File: src/rtl/sio_cfg_port.sv
module sio_cfg_port #(
  parameter logic [15:0] DEV_ID    = 16'h0001,
  parameter logic [15:0] MFR_ID    = 16'h0002,
  parameter logic [7:0]  REV_ID    = 8'h01,
  parameter logic [7:0]  KEY_OPEN  = 8'h87,
  parameter logic [7:0]  KEY_CLOSE = 8'hAA,
  parameter logic [7:0]  LDN_REG   = 8'h07,
  parameter logic [7:0]  ID_BASE   = 8'h20,
  parameter logic [7:0]  LD_BASE   = 8'h30
) (
  input  logic       clk,
  input  logic       rst_n,
  input  logic       bus_cs,
  input  logic       bus_wr,
  input  logic       bus_port,
  input  logic [7:0] bus_wdata,
  output logic [7:0] bus_rdata,
  output logic       cfg_open,
  output logic [7:0] ld_sel,
  output logic [7:0] ld_idx,
  output logic       ld_wr,
  output logic       ld_rd,
  output logic [7:0] ld_wdata,
  input  logic [7:0] ld_rdata
);
  logic       open_q, key_seen_q;
  logic [7:0] idx_q, ldn_q, glob_rd;

  wire idx_wr  = bus_cs &  bus_wr & ~bus_port;
  wire data_wr = bus_cs &  bus_wr &  bus_port;
  wire data_rd = bus_cs & ~bus_wr &  bus_port;
  wire banked  = idx_q >= LD_BASE;

  always_ff @(posedge clk) begin
    if (!rst_n) begin
      open_q     <= 1'b0;
      key_seen_q <= 1'b0;
      idx_q      <= 8'h00;
      ldn_q      <= 8'h00;
    end else begin
      if (idx_wr) begin
        if (!open_q) begin
          if (bus_wdata == KEY_OPEN) begin
            open_q     <= key_seen_q;
            key_seen_q <= ~key_seen_q;
          end else begin
            key_seen_q <= 1'b0;
          end
        end else if (bus_wdata == KEY_CLOSE) begin
          open_q <= 1'b0;
        end else begin
          idx_q <= bus_wdata;
        end
      end
      if (data_wr && open_q && idx_q == LDN_REG)
        ldn_q <= bus_wdata;
    end
  end

  always_comb begin
    glob_rd = 8'h00;
    if (idx_q == LDN_REG)         glob_rd = ldn_q;
    else if (idx_q == ID_BASE)    glob_rd = DEV_ID[15:8];
    else if (idx_q == ID_BASE+1)  glob_rd = DEV_ID[7:0];
    else if (idx_q == ID_BASE+2)  glob_rd = REV_ID;
    else if (idx_q == ID_BASE+3)  glob_rd = MFR_ID[15:8];
    else if (idx_q == ID_BASE+4)  glob_rd = MFR_ID[7:0];
  end

  assign bus_rdata = !open_q   ? 8'hFF :
                     !bus_port ? idx_q :
                     banked    ? ld_rdata : glob_rd;

  assign cfg_open = open_q;
  assign ld_sel   = ldn_q;
  assign ld_idx   = idx_q;
  assign ld_wdata = bus_wdata;
  assign ld_wr    = data_wr & open_q & banked;
  assign ld_rd    = data_rd & open_q & banked;


  strobe_excl_chk: assert property (@(posedge clk) disable iff (!rst_n)
    !(ld_wr && ld_rd));

  strobe_locked_chk: assert property (@(posedge clk) disable iff (!rst_n)
    (ld_wr || ld_rd) |-> cfg_open);

  open_key_chk: assert property (@(posedge clk) disable iff (!rst_n)
    (!cfg_open && !(idx_wr && bus_wdata == KEY_OPEN)) |=> !cfg_open);

  close_key_chk: assert property (@(posedge clk) disable iff (!rst_n)
    (cfg_open && idx_wr && bus_wdata == KEY_CLOSE) |=> (!cfg_open && $stable(ld_sel) && $stable(ld_idx)));

  locked_hold_chk: assert property (@(posedge clk) disable iff (!rst_n)
    !cfg_open |=> ($stable(ld_sel) && $stable(ld_idx)));

  strobe_range_chk: assert property (@(posedge clk) disable iff (!rst_n)
    (ld_wr || ld_rd) |-> ld_idx >= LD_BASE);
endmodule

File: config.mk
export PLATFORM = sky130hd
export DESIGN_NAME = sio_cfg_port
export DESIGN_NICKNAME = d
export VERILOG_FILES = /design/src/rtl/sio_cfg_port.sv
export SDC_FILE = /design/constraint.sdc
export NUM_CORES = 1
export LEC_CHECK = 0
export BUFFER_PORTS_ARGS = -buffer_cell sky130_fd_sc_hd__buf_2
export CAP_MARGIN = 15
export CORE_ASPECT_RATIO = 0.6
export CORE_UTILIZATION = 45
export CTS_CLUSTER_DIAMETER = 150
export CTS_CLUSTER_SIZE = 8
export DETAILED_ROUTE_END_ITERATION = 10
export PLACE_DENSITY = 0.88
export RECOVER_POWER = 100
export REMOVE_ABC_BUFFERS = 1
export SYNTH_ARGS = -nofsm -noshare
export SYNTH_HDL_FRONTEND = slang
export SYNTH_SLANG_ARGS = --single-unit
File: constraint.sdc
create_clock -name clk -period 3.05 [get_ports clk]
set_input_delay 0.61 -clock clk [delete_from_list [all_inputs] [get_ports clk]]
set_output_delay 0.61 -clock clk [all_outputs]
set_load 0.02 [all_outputs]
# == Yosys cells after proc, flatten, opt, wreduce, memory -nomap -nowiden ==
# Index checks and enable logic that the tools add are counted.
# op_classes
n_lt_le_gt_ge,1
eq_ne,8
n_mux,13
bitwise_logic,14
n_reduce_logical,4
# op_table
op,count
8-bit by 6-bit equality test with 1-bit output (second input constant),5
8-bit 2-to-1 mux,4
8-bit equality test (second input constant),2
2-bit 2-to-1 mux,5
1-bit AND,9
8-bit by 3-bit equality test with 1-bit output (second input constant),1
8-bit by 6-bit >= comparator with 1-bit output (second input constant),1
1-bit NOT,5
1-bit 2-to-1 mux,4
3-bit AND reduction,1
1-bit logical AND,2
2-bit AND reduction,1
# totals
reg_bits,18
input_bits,21
out_inout_bits,35
word_cells,44

# == Longest topological paths before layout ==
# Gate-level depths: netlist of run 1.
# logic_depth
word_depth,10
mapped_depth,4
depth_no_buf,3

# == Worst setup path after synthesis of run 1 ==
# Ideal clock, no wire load.
# synth_timing
kind,flip-flop to output port
start,register idx_q[5] (netlist: ld_idx[5])
end,output bus_rdata[2]
arrival_time_ps,1468
required_time_ps,2440
path_slack_ps,972
stages_incl_launch_ff,5
n_path_buf,1
path_cell_list,dfxtp_1 > and4bb_2 > and3_1 > buf_2 > a221o_1
# synth_via
elab_chain_len,5
# synth_rtl
element,line_no,rtl
"start, declared",27,"logic [7:0] idx_q, ldn_q, glob_rd;"
"start signal, assigned",52,idx_q <= bus_wdata;
"parallel branches: the longest is 2 deep, another holds 8-bit by 6-bit >= comparator with 1-bit output",-,
8-bit 2-to-1 mux (*),72,banked ? ld_rdata : glob_rd;
8-bit 2-to-1 mux (*),71,!bus_port ? idx_q :
8-bit 2-to-1 mux (*),70,assign bus_rdata = !open_q ? 8'hFF :
"end, declared",17,"output logic [7:0] bus_rdata,"
# Every way passes the cells marked *.

# == Worst setup path in the final report of run 1 ==
# layout_timing
start,register idx_q[6] (netlist: ld_idx[6])
end,output bus_rdata[4]
# Same word-level chain as after synthesis.

==> out/results.txt, run 1 <==
Post-synthesis cell type count: 31. The largest fanout of any net on the critical path was 6. The routed layout has 1152 vias. The count of buffers inserted at the top-level ports works out to 55. The number of inserted diodes is 0. The library cell used most frequently in the layout, excluding fill and tap cells, is clkbuf_1.

Of the total power, the share spent switching nets is 22.3%. The first global-routing pass estimated 4350 um of wire. The run gives 0.00111 sq mm as the post-synthesis instance area. Setup violations remaining at the end of the flow were counted as 0. The first detailed-routing pass took 4 iterations. The logs give 0 for the number of design rule violations left after detail routing and 0.25 ns for the clock insertion delay at the later pin of the skew report. The row count came out at 13. After technology mapping, the gate count stands at 133. The logs give 50.1% for the share of total power in sequential cells and 365 uW for the cell-internal power. The worst setup path is captured at an output port. For the pin with the worst max-slew slack, the measured transition is 0.638 ns. The number of nets still failing antenna checks after routing was 0; the CTS sink count was 18.

The clock period minus final worst setup slack came out at 2.44 ns. The critical-path cell with the highest stage delay is dfxtp_1. For this configuration, the core starts out at a cell density of 49.6%. The number of hold buffers added after CTS was 0. Dividing the detail-routed wire length by the instance count gives 14.1 um.

Of the total power, the clock network draws 40.7%. The routed via count divided by cell count came out at 5.59. The tightest min-delay check is of the register to register type.

The I/O pin count came out at 56. Synthesis inferred 18 register bits. The die is 66.2 um wide. After layout, the design draws a total of 469 uW. In this design, the largest share of critical-path delay is due to simple AND/OR/NAND/NOR gates. The final layout contains routed wiring with a total length of 2910 um. Final number of hold-violating endpoints: 0. The logs give 0.914 for the routability congestion estimate from global placement and 22.3% for the global router's overall resource usage.

The tools report the floorplan core area as 0.00224 sq mm. The run gives 0 as the number of violations of the max-capacitance limit. The portion of synthesized cell area occupied by the leading cell type came out at 32.4%. The max-slew headroom at the worst pin is 57.4%.

Delay of the slowest cell on the worst path: 0.40 ns. The buffering stage count on the worst path with inverters included works out to 1. The leakage component of the power was 0.535 nW. Highest attainable clock frequency: 0.410 GHz. The overflow left after global routing is 0, and the largest net degree at the start of global routing is 30. Maximum count of clock buffers along a single path: 2. Once the clock tree was built, the resizer swapped 0 gates to a different size. Setup repair after global routing left no endpoint under its margin. The tools report the die outline area as 0.00268 sq mm. The summed area of non-filler cells in the final layout is 0.00133 sq mm.

For the worst setup path, the data required time is 2.44 ns. The power density normalized to cell area works out to 352 mW/mm^2. The fraction of the cycle the final worst path needs was 80.0%. For the final net count, the log shows 198. The critical path in this run is classified as register to output port. In the layout the commonest cells are clkbuf_1, nand2_1, buf_2. From bottom edge to top edge, the die measures 40.5 um. Once placement finished, the instance area stood at 0.00133 sq mm. After the first detailed-routing iteration, the DRC count stood at 74. In the post-synthesis netlist, the biggest area contributors are dfxtp_1, mux2i_1, nand2_1. The H-tree depth was 1; the proportion of layout cells with a drive suffix above 1 was 15.3%. The run gives 0 as the number of antenna violations at the first check in global routing. The largest total area in the synthesized netlist belongs to dfxtp_1.

Walking the worst path, the cells encountered are nor4b_4 > and3_1 > a221o_1 > clkbuf_1. The worst supply voltage drop on vdd was 0.210 mV; the combinational fraction of design power was 9.2%. For this run, the number of Yosys warnings is 0. After clock tree synthesis, the clock-pin slew on the worst setup and hold paths is 0.06 ns.

The post-synthesis average cell area is 8.37 sq um, and the fraction of the yosys area taken by sequential cells is 32.4%. Summed over all nets, the half-perimeter wirelength after detailed placement is 2190 um. In this run the clock root is driven by a clkbuf_8. STA classifies the critical path startpoint as a register. TritonCTS built the clock tree. For the number of setup buffers added after CTS, the log shows 0. Setup TNS after final layout: 0 ns.

The run finished with clean final reports. From synthesis to final layout, the design area changed by 19.6%. The clock arrives with 0.00179 ns of skew. The run gives 0 as the final number of max-transition violations. For the data arrival time of the critical path, the log shows 1.83 ns. The power dissipated by switching net loads came out at 104 uW.

On the final layout, the worst hold slack is 0.479 ns. The total CTS buffers was 3. The tools report the via count of the first global-routing pass as 942.
final cells by class:
type | count | area, sq um
fill | 235 | 913
multi-input combinational | 92 | 621
sequential | 18 | 360
timing repair buffer | 55 | 231
clock buffer | 4 | 55.1
tap | 30 | 37.5
inverter | 7 | 26.3
worst register-to-register path, stage by stage (launching register included):
cell and delay, ns:
dfxtp_1 0.57, and3_1 0.27, nand4_1 0.53, mux2i_1 0.32
path summary, 6_finish.rpt:
path / from / end / slack (ns) / depth (start not counted)
hold reg to reg: ld_sel[7] / ld_sel[7] / 0.48 / 2
hold / removal: ld_sel[7] / ld_sel[7] / 0.48 / 2
setup reg to reg: cfg_open / ld_sel[1] / 1.28 / 3
setup / recovery: ld_idx[6] / bus_rdata[4] / 0.61 / 4
power by group through the flow:
stage	Combinational, mW	Sequential (mW)	Clock, mW
after floorplan	0.00693	0.240	0
after global placement	0.0429	0.240	0
after detailed placement	0.0444	0.240	0
after CTS	0.0446	0.235	0.194
after global routing	0.0475	0.235	0.205
final	0.0431	0.235	0.191
logic make-up (layout without fill, tap and decap cells):
group           count (synthesis)  in the layout  share of synthesized area (%)
simple gates                   53             53                           28.2
compound gates                 24             24                           14.7
buf+inv                        23             66                           11.3
flops                          18             18                           32.4
mux                            14             14                           12.6
xor+xnor                        1              1                          0.787
cells in the mapped netlist, drive strengths merged:
library cell	n
a211o	1
a21oi	4
a221o	6
a31oi	1
and2	1
and3	3
and4b	2
and4bb	1
buf	11
clkbuf	5
dfxtp	18
inv	7
mux2i	14
nand2	28
nand3	4
nand3b	1
nand4	1
nand4bb	3
nor2	1
nor3	2
nor3b	4
nor4b	1
o211ai	1
o21a	1
o21ai	8
o22ai	1
o31ai	1
or4	1
xor2	1
metal layers:
metal,global-route usage [%],wire length (um),vias to the layer above
met1,28.5,1330,544
met4,2.13,0,0
met3,7.67,283,0
met5,0,0,-
li1,-,-,553
met2,38.3,1290,55
state kept, by name, summed over array words and instances, names as in the netlist:
signal      count
ld_idx          8
ld_sel          8
key_seen_q      1
cfg_open        1
metrics by stage:
stage,utilization (%),std cells,setup slack (ns)
4_1_cts,61.5,206,0.682
2_1_floorplan,-,117,1.04
6_report,59.3,206,0.611
5_1_grt,59.3,206,0.500
3_3_place_gp,59.1,202,0.982
3_5_place_dp,59.1,202,0.949
Power figures use the tool's default switching activity.
==> inputs of run 2 (changes only) <==
--- a/config.mk
+++ b/config.mk
@@ -5,14 +5,15 @@
 export SDC_FILE = /design/constraint.sdc
 export NUM_CORES = 1
 export LEC_CHECK = 0
+export ABC_AREA = 1
 export BUFFER_PORTS_ARGS = -buffer_cell sky130_fd_sc_hd__buf_2
 export CAP_MARGIN = 15
 export CORE_ASPECT_RATIO = 0.6
-export CORE_UTILIZATION = 45
+export CORE_UTILIZATION = 42
 export CTS_CLUSTER_DIAMETER = 150
 export CTS_CLUSTER_SIZE = 8
 export DETAILED_ROUTE_END_ITERATION = 10
-export PLACE_DENSITY = 0.88
+export PLACE_DENSITY = 0.84
 export RECOVER_POWER = 100
 export REMOVE_ABC_BUFFERS = 1
 export SYNTH_ARGS = -nofsm -noshare
==> constraint.sdc (replaced) <==
create_clock -name clk -period 2 [get_ports clk]
set_input_delay 0.4 -clock clk [delete_from_list [all_inputs] [get_ports clk]]
set_output_delay 0.4 -clock clk [all_outputs]
set_load 0.02 [all_outputs]
==> run 2 against run 1 <==
  * Worst hold slack lost 0.069 ns
  * Sequential share of layout area shrank 4.0 points
  * Core utilization shrank 5.2 points
  * Cell count grew 55%
  * Register-to-register slack worse by 0.81 ns
  * Count of clock-buffer cells in the layout unchanged
  * Via count rose by 32%
  * Global-route usage fell by 1.8 points
  * Combinational power grew 70%
  * Highest routed layer unchanged
==> out/results.txt, run 2 <==
The row count came out at 15 (+2). Met2 usage: 28.0% (-10 points). By instance count, the cell type seen most on the critical path is nand2_1. Counting instances in the post-synthesis netlist gives the leading cell types as nand2_1, nor2_1, inv_1. The final number of max-transition violations was 0 (unchanged). The switching share of power was 23.7% (+1.5 points); the final net count was 300 (+52%). The tools report the leakage component of the power as 0.771 nW (+44%).

The tools report the nature of the critical path endpoint as an output port. By area the synthesized netlist is led by dfxtp_1, nand2_1, nor2_1. The required time reported for the critical path endpoint was 1.60 ns (-0.84 ns); the average routed wire per standard cell was 11.2 um (-21%).

The element type at the critical path start was a register. For the clock insertion delay at the later pin of the skew report, the log shows 0.25 ns (about the same). The number of nets still failing antenna checks after routing is 0 (unchanged). The run gives 18 (unchanged) as the CTS sink count. The number of antenna violations at the first check in global routing came out at 0 (unchanged). The share of total power in sequential cells is 49.0% (-1.1 points), and the number of endpoints failing setup at the final stage is 0 (unchanged). The fraction of the yosys area taken by sequential cells came out at 28.2% (-4.2 points). The routed via count divided by cell count is 4.77 (-15%), and the number of inserted diodes is 0 (unchanged). The kind of critical path is register to output port.

Largest net degree at the start of global routing: 19 (-37%). The die outline area was 0.00328 sq mm (+22%). The tools report the floorplan core area as 0.00289 sq mm (+29%).

Power density normalized to cell area: 467 mW/mm^2 (+32%). The run gives 0 (unchanged) as the number of setup buffers added after CTS. The number of DRC markers after the initial detailed-route iteration was 77 (+4.1%).

The number of filler cells placed in the layout was 319 (+36%); the met3 routing resource usage after global routing was 5.58% (-2.1 points). Summed area of non-filler cells in the final layout: 0.00157 sq mm (+18%). Derived from the worst setup path, the maximum achievable clock frequency is 0.524 GHz. The post-synthesis cell type count was 20 (-35%); the vertical die dimension was 44.8 um (+10%). The worst-margin pin slew works out to 0.482 ns (-0.156 ns). The most used routing layer in global routing is met1. The run gives 0.291 ns (-0.658 ns) as the post-placement worst setup slack. The power dissipated by switching net loads came out at 173 uW (+66%). The worst supply voltage drop on vdd came out at 0.403 mV (+92%). The post-synthesis average cell area came out at 5.57 sq um (-34%). The post-DP HPWL came out at 2660 um (+21%). The async set-reset flop share out of synthesis works out to 0% (unchanged). The I/O pin count was 56 (unchanged); the delay of the slowest cell on the worst path was 0.36 ns (-0.04 ns).

The count of buffers inserted at the top-level ports came out at 55 (unchanged). Dividing the final minimum period by the clock period gives 95.5%. Via count of the first global-routing pass: 1078 (+14%). For this run, the leading register cell type out of synthesis is dfxtp_1. The logs give 0.00242 ns (+0.000629 ns) for the worst clock skew and 67.8% (+10 points) for the max-slew headroom at the worst pin. The area overhead of the layout relative to synthesis came out at 22.3%.

The biggest area consumer among synthesized cells was dfxtp_1. For the detailed-routing iteration count for the pre-antenna-repair pass, the log shows 5 (+1). The tools report the final number of hold-violating endpoints as 0 (unchanged).

Walking the worst path, the cells encountered are inv_1 > nand2_1 > nor2_2 > nand2_2 > o21ai_0 > nand2_1 > nand2_1 > buf_2. The largest fanout of any net on the critical path works out to 6 (unchanged). The global router's overall resource usage came out at 20.5% (-1.8 points). The cell-internal power is 557 uW (+53%), and the met1 capacity usage during global routing is 32.2% (+3.7 points). The library cells used most frequently in the layout, excluding fill and tap cells, are nand2_1, nor2_1, inv_1.

The width of the die works out to 73.3 um (+11%). The most frequent standard cell in the layout excluding fill and tap cells was nand2_1. The total wire length was 3590 um (+23%); the post-synthesis instance area was 0.00128 sq mm (+15%). The overflow left after global routing is 0 (unchanged), and the data arrival time of the critical path is 1.51 ns (-0.32 ns).

The min-delay analysis places its worst path in the category input port to register. The run finished with clean final reports. TritonCTS built the clock tree. The global-route wire length before repair was 5060 um (+16%); the portion of synthesized cell area occupied by the leading cell type was 28.2% (-4.2 points).

The initial core utilization came out at 44.3% (-5.3 points). The clock tree root driver cell is clkbuf_8. The largest individual stage delay along the critical path comes from the cell dfxtp_1. Clock period minus final worst setup slack: 1.91 ns. The count of state elements after synthesis came out at 18 (unchanged). The tools report the total CTS buffers as 3 (unchanged). For the combinational fraction of design power, the log shows 10.0% (+0.8 points). The maximum count of clock buffers along a single path was 2 (unchanged).

The setup slack after layout came out at 0.0902 ns (-0.521 ns). The post-detailed-placement cell area came out at 0.00151 sq mm (+14%). The number of violations of the max-capacitance limit was 0 (unchanged). The family of cells with the greatest summed delay on the critical path is simple AND/OR/NAND/NOR gates. The proportion of layout cells with a drive suffix above 1 is 17.3% (+1.9 points), and the H-tree depth is 1 (unchanged). The clock-pin slew of the registers on the worst-case setup and hold paths was 0.07 ns (about the same); the clock network fraction of design power was 40.9% (+0.2 points). The gate count of the mapped netlist is 230 (+73%), and the number of synthesized flops with an enable pin is 0 (unchanged).

The run gives 0.899 (-1.7%) as the routability congestion estimate from global placement. The total number of vias was 1526 (+32%). The run gives 691 sq um (+11%) as the area used by multi-input combinational logic. The buffering stage count on the worst path with inverters included came out at 2 (+1). The number of design rule violations left after detail routing is 0 (unchanged). The count of yosys warnings during synthesis is 0 (unchanged).

The run gives 362 sq um (+0.35%) as the area of all sequential standard cells. nand2_1 is the most common cell in the netlist.
## run 2: changes by cell type after synthesis, sizes merged, moves of 2 or more
cell / previous run / this run
a21oi: 4 / 7
a221o: 6 / 0
and3: 3 / 0
and4b: 2 / 0
clkbuf: 5 / 2
inv: 7 / 39
mux2i: 14 / 0
nand2: 28 / 80
nand3: 4 / 7
nand4: 1 / 8
nand4bb: 3 / 0
nor2: 1 / 45
nor3b: 4 / 0
## run 2: logic make-up after synthesis
logic type | Yosys count | share of synthesized area [%]
DFF | 18 | 28.2
buffers and inverters | 54 | 20.3
AOI/OAI and AO/OA | 16 | 6.55
and+or+nand+nor | 142 | 45.0
## run 2: worst min-delay path, cell delays in order
cell	delay, ns
buf_2	0.10
nor2_1	0.04
nor2_1	0.08
## run 2: repair_timing
item | CTS | global route
gates cloned | 0 | 1
endpoints found under the hold margin | 0 | 0
resized for setup | 1 | 13
endpoints found under the setup margin | 1 | 8
pin swaps | 0 | 1
hold buffers | 0 | 0
## run 2: worst paths after layout
path,from,endpoint,slack [ns],cells past startpoint
worst max-delay path,ld_idx[6],bus_rdata[5],0.09,8
worst min-delay path,bus_wdata[4],ld_sel[4],0.41,3
worst max register to register,ld_idx[6],ld_sel[6],0.47,6
worst min register to register,key_seen_q,key_seen_q,0.47,2
## run 2: per-stage QoR
stage / hold WS, ns / utilization (%) / instances / total power [mW] / setup TNS (ns)
after floorplan: 0.441 / - / 216 / 0.385 / 0
after global placement: 0.462 / 52.3 / 315 / 0.441 / 0
after detailed placement: 0.464 / 52.3 / 315 / 0.442 / 0
after CTS: 0.400 / 54.5 / 319 / 0.741 / 0
after global routing: 0.421 / 54.2 / 320 / 0.757 / -0.0637
final: 0.409 / 54.2 / 320 / 0.730 / 0
## run 2: layout make-up
type | count | area share, %
timing repair buffer | 57 | 16.3
multi-input combinational | 159 | 44.1
clock buffer | 4 | 3.52
tap | 42 | 3.36
inverter | 40 | 9.59
sequential | 18 | 23.1
## run 2: routing by layer
metal  vias to the layer above  share of wire, %
li1                        783                 -
met1                       661                51
met2                        82                38
met3                         0                11
met4                         0                 0
met5                         -                 0
## run 2: power groups by stage
stage	clock network [mW]	logic, mW	registers, mW
2_1_floorplan	0	0.0182	0.366
3_3_place_gp	0	0.0747	0.366
3_5_place_dp	0	0.0753	0.366
4_1_cts	0.307	0.0756	0.358
5_1_grt	0.319	0.0801	0.358
6_report	0.299	0.0732	0.358
